$ cat src/rtl/mdio_frame_master.sv
module mdio_frame_master #(
  parameter int HALF_DIV = 20
) (
  input  logic        clk,
  input  logic        rst_n,
  input  logic        start,
  input  logic        rd,
  input  logic [4:0]  phy_addr,
  input  logic [4:0]  reg_addr,
  input  logic [15:0] wdata,
  output logic [15:0] rdata,
  output logic        busy,
  output logic        done,
  output logic        mdc,
  output logic        mdo,
  output logic        mdo_en,
  input  logic        mdi
);
  localparam int NBITS = 65;
  localparam int DW = (HALF_DIV > 1) ? $clog2(HALF_DIV) : 1;
  localparam logic [6:0] FIRST_DATA = 7'd48;
  localparam logic [6:0] LAST_DATA = 7'd63;
  localparam logic [6:0] LAST_BIT = 7'd64;

  typedef enum logic [1:0] {S_IDLE, S_LO, S_HI, S_END} st_t;

  st_t              st;
  logic [DW-1:0]    div;
  logic [6:0]       bitn;
  logic [NBITS-1:0] txd, txe;
  logic             rd_q;
  logic [15:0]      sh;

  wire tick   = (div == DW'(HALF_DIV - 1));
  wire in_win = rd_q && (bitn >= FIRST_DATA) && (bitn <= LAST_DATA);

  assign busy   = (st != S_IDLE);
  assign mdo    = txd[NBITS-1];
  assign mdo_en = txe[NBITS-1];

  always_ff @(posedge clk or negedge rst_n) begin
    if (!rst_n) begin
      st    <= S_IDLE;
      div   <= '0;
      bitn  <= '0;
      txd   <= '0;
      txe   <= '0;
      rd_q  <= 1'b0;
      sh    <= '0;
      rdata <= '0;
      done  <= 1'b0;
      mdc   <= 1'b0;
    end else begin
      done <= 1'b0;
      case (st)
        S_IDLE: if (start) begin
          st   <= S_LO;
          div  <= '0;
          bitn <= '0;
          rd_q <= rd;
          txd  <= {{32{1'b1}}, 2'b01, (rd ? 2'b10 : 2'b01), phy_addr, reg_addr,
                   2'b00, (rd ? 16'h0000 : wdata), 1'b0};
          txe  <= {{46{1'b1}}, 2'b00, {16{~rd}}, 1'b0};
        end
        S_LO: if (tick) begin
          st  <= S_HI;
          mdc <= 1'b1;
          div <= '0;
        end else div <= div + 1'b1;
        S_HI: if (tick) begin
          div <= '0;
          mdc <= 1'b0;
          if (in_win) sh <= {sh[14:0], mdi};
          if (bitn == LAST_BIT) begin
            st  <= S_END;
            txd <= '0;
            txe <= '0;
          end else begin
            st   <= S_LO;
            bitn <= bitn + 7'd1;
            txd  <= {txd[NBITS-2:0], 1'b0};
            txe  <= {txe[NBITS-2:0], 1'b0};
          end
        end else div <= div + 1'b1;
        S_END: if (tick) begin
          st   <= S_IDLE;
          done <= 1'b1;
          div  <= '0;
          if (rd_q) rdata <= sh;
        end else div <= div + 1'b1;
        default: st <= S_IDLE;
      endcase
    end
  end
endmodule

$ cat config.mk
export PLATFORM = sky130hd
export DESIGN_NAME = mdio_frame_master
export DESIGN_NICKNAME = d
export VERILOG_FILES = /design/src/rtl/mdio_frame_master.sv
export SDC_FILE = /design/constraint.sdc
export NUM_CORES = 1
export LEC_CHECK = 0
export CAP_MARGIN = 20
export CORE_MARGIN = 3
export CORE_UTILIZATION = 53
export DETAILED_ROUTE_END_ITERATION = 16
export PLACE_DENSITY = 0.76
export REMOVE_ABC_BUFFERS = 1
export SLEW_MARGIN = 15
export SYNTH_ARGS = -nofsm -noshare
export SYNTH_HDL_FRONTEND = slang
export SYNTH_SLANG_ARGS = --single-unit
$ cat constraint.sdc
create_clock -name clk -period 1.8 [get_ports clk]
set_input_delay 0.36 -clock clk [delete_from_list [all_inputs] [get_ports clk]]
set_output_delay 0.36 -clock clk [all_outputs]
set_load 0.01 [all_outputs]
-- Word-level counts from Yosys, hierarchy flattened
Cells that the tools add are included.
- input bits: 31
- register bits after elaboration: 179
- logic and storage cells: 67
- output and inout bits: 21
- add/subtract/negate cells: 2
- reductions and logical operators: 14
- magnitude comparators: 2
- multiplexer cells: 28
- bitwise logic cells: 1
- equality and inequality tests: 10
- operators with widths (kind ; count):
    $mux 65 ; 6
    $pmux 65 s2 ; 2
    $mux 7 ; 3
    $mux 16 ; 1
    $pmux 7 s2 ; 1
    $mux 2 ; 6
    $reduce_and 3->1 ; 4
    $mux 5 ; 2
    $ne 2x2->1 const B ; 5
    $pmux 5 s2 ; 1
    $pmux 2 s4 ; 1
    $reduce_and 4->1 ; 2
    $add 7x1->7 const B ; 1
    $eq 7x7->1 const B ; 1
    $ge 7x6->1 const B ; 1
    $le 7x6->1 const B ; 1
    $reduce_bool 2->1 ; 3
    $add 5x1->5 const B ; 1
    $eq 5x5->1 const B ; 1
    $eq 2x2->1 const B ; 2
    $mux 1 ; 4
    $reduce_or 3->1 ; 1
    $eq 2x1->1 const B ; 1
    $logic_and 1x1->1 ; 2
    other kinds (4) ; 4

-- Depth between registers and ports, before layout
Gate-level depths: netlist of the first run.
- word-level depth: 4
- gate-level depth with buffers: 8
- mapped depth without buffers: 6

-- Least setup slack after synthesis of the first run
OpenSTA, ideal clock, no wires.
- path type: reg2reg
- from: reg div[0]
- to: reg rdata[10]
- slack: -0.034 ns
- arrival: 1.709 ns
- data required time: 1.675 ns
- cell stages (with the launch flop): 8
- buffers on the path: 2
- period minus slack after synthesis: 1.834 ns
- library setup time: 0.125 ns
- path through: dfrtp_1 ha_1 and4bb_1 buf_6 and3_4 nand2_4 buf_6 mux2_4
- cells in the longest elaborated chain, start to end: 2
- ends and longest elaborated chain (what ; RTL line ; text):
    from (decl) ; 28 ; logic [DW-1:0] div;
    from (signal assigned) ; 69 ; end else div <= div + 1'b1;
    from (signal assigned) ; 84 ; end else div <= div + 1'b1;
    from (signal assigned) ; 90 ; end else div <= div + 1'b1;
    $eq 5x5->1 ; 34 ; wire tick = (div == DW'(HALF_DIV - 1));
    $reduce_and 3->1 (no source line) ; -- ;
    to (signal assigned) ; 89 ; if (rd_q) rdata <= sh;
    to (decl) ; 11 ; output logic [15:0] rdata,
Every way passes these cells.
A chain may end at the register's enable or synchronous reset.

-- Final worst setup path of the first run
- from: reg div[1]
- to: reg rdata[10]
The elaborated chain is that of the path after synthesis.

==> metrics.txt, run 1 <==
# TYPE chip_impl_metric gauge
chip_impl_info{name="outcome",value="complete, but fails checks"} 1
chip_impl_info{name="violations",value="setup timing"} 1
chip_impl_metric{name="tritoncts.num_buffers",unit=""} 17
chip_impl_metric{name="clock.fmax",unit="GHz"} 0.546
chip_impl_metric{name="timing.final.setup_violations",unit=""} 8
chip_impl_metric{name="clock_sink_count",unit=""} 177
chip_impl_metric{name="dpl_ws",unit="ns"} -0.374
chip_impl_metric{name="grt_overflow_total",unit=""} 0
chip_impl_info{name="grt-busiest-layer",value="met2"} 1
chip_impl_metric{name="grt_first_pass_wirelength",unit="mm"} 27.7
chip_impl_metric{name="syn_avg_cell_area",unit="um2"} 10.6
chip_impl_metric{name="syn_to_final_growth",unit="%"} 25.7
chip_impl_metric{name="final_layout_size_suffix_gt1_share",unit="%"} 18.8
chip_impl_metric{name="yosysUniqueCellTypes",unit=""} 51
chip_impl_metric{name="max-cap-violations",unit=""} 0
chip_impl_metric{name="die_area",unit="mm2"} 0.0157
chip_impl_metric{name="dpl.hpwl",unit="mm"} 9.47
chip_impl_info{name="crit_path_end_kind",value="flop"} 1
chip_impl_metric{name="placeableCoreArea",unit="mm2"} 0.0139
chip_impl_metric{name="final-max-slew-violation-count",unit=""} 0
chip_impl_metric{name="global_route.usage.total",unit="%"} 21.4
chip_impl_metric{name="grtUsageMet3",unit="%"} 4.96
chip_impl_metric{name="starting_density",unit="%"} 54.3
chip_impl_metric{name="layout_worst_path_cycle_share",unit="%"} 102
chip_impl_metric{name="finalWirelength",unit="mm"} 17.9
chip_impl_metric{name="critical_path_data_required_time",unit="ns"} 2.11
chip_impl_info{name="cp-startpoint",value="div[1]"} 1
chip_impl_metric{name="crit_path_max_incr_delay",unit="ns"} 0.36
chip_impl_metric{name="finalHoldViolations",unit=""} 0
chip_impl_metric{name="die-height",unit="um"} 125
chip_impl_metric{name="postLayoutCellArea",unit="mm2"} 0.00951
chip_impl_metric{name="synthesis.yosys.warnings",unit=""} 0
chip_impl_metric{name="finalWorstPathRequiredPeriod",unit="ns"} 1.83
chip_impl_metric{name="drt_first_pass_iters",unit=""} 6
chip_impl_metric{name="finalNetCount",unit=""} 823
chip_impl_metric{name="clk_path_buf_depth",unit=""} 2
chip_impl_metric{name="ir_drop",unit="mV"} 0.634
chip_impl_metric{name="globalRouteMet1Util",unit="%"} 29.1
chip_impl_metric{name="drt-vias-per-instance",unit=""} 5.96
chip_impl_metric{name="clock-skew-final",unit="ns"} 0.00866
chip_impl_metric{name="timing.hold.ws",unit="ns"} 0.358
chip_impl_metric{name="synthesis.area",unit="mm2"} 0.00756
chip_impl_metric{name="final.setup.worst_slack",unit="ns"} -0.0304
chip_impl_info{name="root_buffer",value="sky130_fd_sc_hd__clkbuf_16"} 1
chip_impl_metric{name="wl_per_cell",unit="um"} 18.2
chip_impl_info{name="cp_top_family",value="simple AND/OR/NAND/NOR gates"} 1
chip_impl_metric{name="drcViolationCount",unit=""} 0
chip_impl_metric{name="slew-limit-headroom",unit="%"} 70.3
chip_impl_info{name="timing.critical_path.cells",value="ha_2 -> and4bb_4 -> buf_6 -> and3_4 -> nand2_8 -> mux2_4"} 1
chip_impl_info{name="worstSetupStartpointType",value="flop"} 1
chip_impl_metric{name="place_area",unit="mm2"} 0.00844
chip_impl_metric{name="synth_sequential_area_ratio",unit="%"} 58.6
chip_impl_metric{name="crit_arrival",unit="ns"} 2.14
chip_impl_metric{name="num-fill-cells",unit=""} 920
chip_impl_metric{name="antenna_found_initial",unit=""} 0
chip_impl_metric{name="synthDominantCellAreaShare",unit="%"} 58.6
chip_impl_metric{name="grt_max_degree",unit=""} 58
chip_impl_info{name="critical_path_class",value="reg2reg"} 1
chip_impl_metric{name="max_slew.worst_pin.slew",unit="ns"} 0.445
chip_impl_metric{name="drt_first_iter_violations",unit=""} 703
chip_impl_metric{name="crit_buf_inv",unit=""} 1
chip_impl_metric{name="synthArstFlopShare",unit="%"} 100
chip_impl_info{name="critical_path.reg2reg.startpoint",value="div[1]"} 1
chip_impl_metric{name="place.detailed.instances",unit=""} 930
chip_impl_metric{name="grt_use_met2",unit="%"} 34.6
chip_impl_metric{name="power_leakage",unit="nW"} 3.92
chip_impl_metric{name="clk_pin_slew_worst_paths",unit="ns"} 0.07
chip_impl_info{name="holdCritPathClass",value="in2async"} 1
chip_impl_info{name="crit_slowest_cell",value="sky130_fd_sc_hd__dfrtp_1"} 1
chip_impl_metric{name="synthesis.instances",unit=""} 711
chip_impl_metric{name="placement_rows",unit=""} 43
chip_impl_info{name="synth.largest_area_cell",value="sky130_fd_sc_hd__dfrtp_1"} 1
chip_impl_info{name="tritoncts",value="done"} 1
chip_impl_info{name="ys_top_cells_by_area",value="sky130_fd_sc_hd__dfrtp_1 (59%), sky130_fd_sc_hd__a21oi_1 (12%), sky130_fd_sc_hd__nor2_1 (6.0%), sky130_fd_sc_hd__mux2_4 (3.8%), sky130_fd_sc_hd__a222oi_1 (2.0%)"} 1
chip_impl_info{name="synthFlopType",value="sky130_fd_sc_hd__dfrtp_1"} 1
chip_impl_metric{name="path_max_fanout",unit=""} 8
chip_impl_metric{name="power_density",unit="mW/mm2"} 863
chip_impl_metric{name="pin_count",unit=""} 52
chip_impl_metric{name="route.antenna.remaining_nets",unit=""} 0
chip_impl_metric{name="finalNonFillerCells",unit=""} 982
chip_impl_metric{name="route.vias.total",unit=""} 5854
chip_impl_metric{name="synth-seq-cells",unit=""} 177
chip_impl_metric{name="die-width",unit="um"} 125
chip_impl_metric{name="number_of_synthesized_flops_with_an_enable_pin",unit=""} 0
chip_impl_metric{name="diodes",unit=""} 0
chip_impl_info{name="unrepaired_setup_endpoints_after_global_routing",value="true"} 1
chip_impl_metric{name="buffer_ports.inserted",unit=""} 51
chip_impl_metric{name="via_count_of_the_first_global_routing_pass",unit=""} 5657
chip_impl_metric{name="htreeDepth",unit=""} 4
chip_impl_metric{name="globalplace.congestion",unit=""} 0.862
chip_impl_metric{name="worstSkewPairLatency",unit="ns"} 0.43
chip_impl_metric{name="power",unit="mW"} 8.21
layer usage:
metal	vias up	share of wire (%)
met2	206	51
met3	26	5.3
met5	-	0
met1	2973	43
li1	2649	-
met4	0	1.3
synth_stat cells, types with 3 or more instances:
| cell type | count |
|---|---|
| sky130_fd_sc_hd__a21oi_1 | 180 |
| sky130_fd_sc_hd__a221oi_1 | 10 |
| sky130_fd_sc_hd__a222oi_1 | 15 |
| sky130_fd_sc_hd__a22o_1 | 8 |
| sky130_fd_sc_hd__buf_2 | 23 |
| sky130_fd_sc_hd__buf_4 | 4 |
| sky130_fd_sc_hd__buf_6 | 11 |
| sky130_fd_sc_hd__clkbuf_1 | 15 |
| sky130_fd_sc_hd__dfrtp_1 | 177 |
| sky130_fd_sc_hd__ha_1 | 3 |
| sky130_fd_sc_hd__inv_1 | 20 |
| sky130_fd_sc_hd__mux2_2 | 13 |
| sky130_fd_sc_hd__mux2_4 | 19 |
| sky130_fd_sc_hd__mux2i_1 | 3 |
| sky130_fd_sc_hd__nand2_1 | 34 |
| sky130_fd_sc_hd__nand2b_1 | 4 |
| sky130_fd_sc_hd__nand3_1 | 4 |
| sky130_fd_sc_hd__nor2_1 | 121 |
| sky130_fd_sc_hd__o21ai_0 | 10 |
state kept, by name (all words and copies together), names as in the netlist:
name	count
bitn	7
rd_q	1
done	1
mdc	1
txe	64
div	5
sh	16
txd	64
rdata	16
st	2
where the power goes:
part	switching, mW	internal, mW	total, mW	leakage [nW]
combinational	0.110	0.0992	0.209	1.70
sequential	0.0300	4.01	4.04	1.92
clock	1.61	2.35	3.96	0.298
total	1.75	6.45	8.21	3.92
stage by stage:
| step | TNS [ns] | util, % |
|---|---|---|
| after global routing | -2.93 | 68.2 |
| after floorplan | -364.43 | - |
| final | -0.0979 | 68.2 |
| after global placement | -24.86 | 60.6 |
| after CTS | -0.0130 | 66.1 |
| after detailed placement | -31.39 | 60.6 |
path summary, 6_finish.rpt:
| path | to | slack (ns) | cells after the start |
|---|---|---|---|
| worst max-delay path | rdata[10] | -0.03 | 6 |
| worst min register to register | txe[17] | 0.50 | 1 |
| min in group clk | txe[17] | 0.50 | 1 |
| worst min-delay path | txd[15] | 0.36 | 2 |
| worst max register to register | rdata[10] | -0.03 | 6 |
| max in group asynchronous | txe[25] | 0.82 | 3 |
layout by cell type (no fill, tap or decap), drive strengths merged, types with 2 or more instances in the layout:
cell type | synthesis | final
clkinv | 0 | 4
nor3b | 2 | 2
dfrtp | 177 | 177
nor3 | 2 | 2
a21oi | 182 | 183
nand3 | 4 | 4
o21ai | 12 | 12
a221oi | 10 | 10
a222oi | 15 | 15
nand4 | 2 | 2
a22o | 8 | 8
nor2 | 122 | 122
clkdlybuf4s50 | 0 | 49
buf | 40 | 54
bufinv | 0 | 4
mux2 | 32 | 32
ha | 3 | 3
clkbuf | 15 | 26
inv | 20 | 23
clkinvlp | 0 | 3
nand2 | 36 | 37
a22oi | 2 | 2
mux2i | 3 | 3
nand2b | 4 | 4
a21o | 2 | 2
layout make-up:
| class | instances | area, um2 | area share, % |
|---|---|---|---|
| sequential | 177 | 4430 | 46.6 |
| multi-input combinational | 461 | 2830 | 29.7 |
| timing repair buffer | 112 | 1320 | 13.9 |
| clock buffer | 18 | 429 | 4.51 |
| tap | 180 | 225 | 2.37 |
| clock inverter | 14 | 204 | 2.15 |
| inverter | 20 | 75.1 | 0.790 |
cells by family after synthesis:
kind of cell    Yosys count  synth area share [%]
compound gates          236                  18.1
xor+xnor                  1                 0.116
fa+ha+maj                 3                 0.496
buf+inv                  75                  5.39
flops                   177                  58.6
mux                      35                  6.10
simple gates            184                  11.2
what timing repair did:
action	4_1_cts	5_1_grt
hold buffers	1	0
hold endpoints to repair	21	0
endpoints found under the setup margin	143	151
pin swaps	3	7
resized for setup	11	17
cloned	2	7
setup buffers	6	4
(Power assumes the default switching activity.)
==> inputs of run 2 (changes only) <==
- CORE_UTILIZATION: 53 -> 50
- PLACE_DENSITY: 0.76 -> 0.72
==> metrics.txt, run 2 (same netlist as run 1, synthesis figures left out) <==
# TYPE chip_impl_metric gauge
chip_impl_info{name="outcome",value="complete, but fails checks"} 1
chip_impl_info{name="violations",value="setup timing"} 1
chip_impl_metric{name="global_route.usage.total",unit="%"} 19.5
chip_impl_metric{name="die-width",unit="um"} 129
chip_impl_metric{name="max_slew.worst_pin.slew",unit="ns"} 0.486
chip_impl_metric{name="pin_count",unit=""} 52
chip_impl_metric{name="num-fill-cells",unit=""} 1082
chip_impl_metric{name="worstSkewPairLatency",unit="ns"} 0.43
chip_impl_metric{name="final.setup.worst_slack",unit="ns"} -0.00420
chip_impl_metric{name="starting_density",unit="%"} 51.6
chip_impl_metric{name="critical_path_data_required_time",unit="ns"} 2.12
chip_impl_info{name="holdCritPathClass",value="in2async"} 1
chip_impl_metric{name="path_max_fanout",unit=""} 8
chip_impl_info{name="timing.critical_path.cells",value="ha_2 -> and4bb_2 -> buf_4 -> nand4_4 -> clkbuf_16 -> mux2_4"} 1
chip_impl_metric{name="finalWirelength",unit="mm"} 16.3
chip_impl_info{name="mostFrequentLayoutCell",value="sky130_fd_sc_hd__a21oi_1"} 1
chip_impl_metric{name="diodes",unit=""} 0
chip_impl_metric{name="clk_pin_slew_worst_paths",unit="ns"} 0.07
chip_impl_info{name="unrepaired_setup_endpoints_after_global_routing",value="true"} 1
chip_impl_metric{name="route.vias.total",unit=""} 5533
chip_impl_metric{name="antenna_found_initial",unit=""} 0
chip_impl_info{name="worstSetupStartpointType",value="flop"} 1
chip_impl_metric{name="drcViolationCount",unit=""} 0
chip_impl_metric{name="grt_overflow_total",unit=""} 0
chip_impl_info{name="final_cell_mix",value="sky130_fd_sc_hd__a21oi_1 (178), sky130_fd_sc_hd__dfrtp_1 (174), sky130_fd_sc_hd__nor2_1 (120)"} 1
chip_impl_metric{name="power",unit="mW"} 8.25
chip_impl_info{name="critical_path_class",value="reg2reg"} 1
chip_impl_metric{name="ir_drop",unit="mV"} 0.672
chip_impl_metric{name="clock.fmax",unit="GHz"} 0.554
chip_impl_metric{name="placeableCoreArea",unit="mm2"} 0.0146
chip_impl_metric{name="drt_first_iter_violations",unit=""} 552
chip_impl_metric{name="final_layout_size_suffix_gt1_share",unit="%"} 19.5
chip_impl_metric{name="slew-limit-headroom",unit="%"} 67.6
chip_impl_metric{name="clock-skew-final",unit="ns"} 0.0101
chip_impl_info{name="tritoncts",value="done"} 1
chip_impl_metric{name="grt_first_pass_wirelength",unit="mm"} 26.1
chip_impl_info{name="crit_path_end_kind",value="flop"} 1
chip_impl_metric{name="crit_arrival",unit="ns"} 2.12
chip_impl_metric{name="htreeDepth",unit=""} 4
chip_impl_metric{name="tritoncts.num_buffers",unit=""} 17
chip_impl_metric{name="drt_first_pass_iters",unit=""} 5
chip_impl_metric{name="route.antenna.remaining_nets",unit=""} 0
chip_impl_metric{name="grt_max_degree",unit=""} 81
chip_impl_metric{name="power_leakage",unit="nW"} 3.89
chip_impl_metric{name="timing.hold.ws",unit="ns"} 0.457
chip_impl_metric{name="finalWorstPathRequiredPeriod",unit="ns"} 1.80
chip_impl_metric{name="power_density",unit="mW/mm2"} 877
chip_impl_info{name="reg_top3",value="txd x64, txe x64"} 1
chip_impl_metric{name="crit_path_max_incr_delay",unit="ns"} 0.35
chip_impl_info{name="crit_slowest_cell",value="sky130_fd_sc_hd__dfrtp_1"} 1
chip_impl_metric{name="buffer_ports.inserted",unit=""} 51
chip_impl_metric{name="max-cap-violations",unit=""} 0
chip_impl_metric{name="finalHoldViolations",unit=""} 0
chip_impl_metric{name="clock_sink_count",unit=""} 177
chip_impl_metric{name="finalNetCount",unit=""} 820
chip_impl_metric{name="globalplace.congestion",unit=""} 0.875
chip_impl_metric{name="drt-vias-per-instance",unit=""} 5.63
chip_impl_metric{name="placement_rows",unit=""} 44
chip_impl_metric{name="timing.final.setup_violations",unit=""} 1
chip_impl_metric{name="syn_to_final_growth",unit="%"} 24.4
chip_impl_metric{name="via_count_of_the_first_global_routing_pass",unit=""} 5502
chip_impl_info{name="root_buffer",value="sky130_fd_sc_hd__clkbuf_16"} 1
chip_impl_metric{name="final-max-slew-violation-count",unit=""} 0
chip_impl_metric{name="die_area",unit="mm2"} 0.0166
chip_impl_metric{name="layout_worst_path_cycle_share",unit="%"} 100
chip_impl_metric{name="die-height",unit="um"} 129
chip_impl_metric{name="wl_per_cell",unit="um"} 16.6
chip_impl_metric{name="clk_path_buf_depth",unit=""} 2
chip_impl_metric{name="dpl.hpwl",unit="mm"} 9.56
run 2: metal layers:
layer | global-route usage, % | vias to the layer above | routed length [um]
met1 | 25.3 | 2753 | 7000
met5 | 0 | - | 0
met4 | 8.03 | 0 | 403
met3 | 3.99 | 33 | 490
met2 | 32.2 | 103 | 8390
li1 | - | 2644 | -
run 2: area by class of cell:
class / count / area [um2] / area share [%]
sequential: 177 / 4430 / 47.1
multi-input combinational: 459 / 2810 / 29.9
timing repair buffer: 111 / 1220 / 12.9
clock buffer: 18 / 439 / 4.67
tap: 184 / 230 / 2.45
clock inverter: 14 / 203 / 2.15
inverter: 20 / 75.1 / 0.798
run 2: final timing paths:
path | slack (ns) | cells past startpoint | start | to
setup / recovery | -0.004 | 6 | div[1] | sh[14]
hold / removal | 0.46 | 2 | rst_n | txe[17]
setup reg to reg | -0.004 | 6 | div[1] | sh[14]
hold reg to reg | 0.49 | 1 | txe[1] | txe[1]
max in group asynchronous | 0.66 | 3 | rst_n | sh[11]
min in group clk | 0.49 | 1 | txe[1] | txe[1]
run 2: critical path, delay by kind of cell (launching register included):
| family | cells | cell delay (ns) |
|---|---|---|
| simple gates | 2 | 0.45 |
| mux | 1 | 0.30 |
| fa+ha+maj | 1 | 0.19 |
| buf+inv | 2 | 0.39 |
| flops | 1 | 0.35 |
run 2: metrics by stage:
step	TNS [ns]	std cells	instance area [um2]	util, %	setup slack [ns]
final	-0.00420	983	9410	64.2	-0.00420
after global placement	-22.51	942	8520	58.2	-0.212
after global routing	-0.902	983	9410	64.2	-0.0679
after CTS	0	977	9250	63.1	0.00503
after floorplan	-364.43	656	7230	-	-3.11
after detailed placement	-27.88	942	8520	58.2	-0.308
run 2: power breakdown:
| part | internal, mW | switching (mW) | total [mW] | leakage (nW) |
|---|---|---|---|---|
| registers | 4.01 | 0.0261 | 4.03 | 1.92 |
| clock network | 2.38 | 1.62 | 4.00 | 0.305 |
| logic | 0.105 | 0.113 | 0.217 | 1.66 |
run 2: what timing repair did:
item | CTS | global route
setup buffers | 2 | 3
cloned | 0 | 4
hold endpoints to repair | 40 | 0
gates resized for setup | 13 | 25
pin swaps | 1 | 8
endpoints found under the setup margin | 135 | 77
hold buffers | 1 | 0
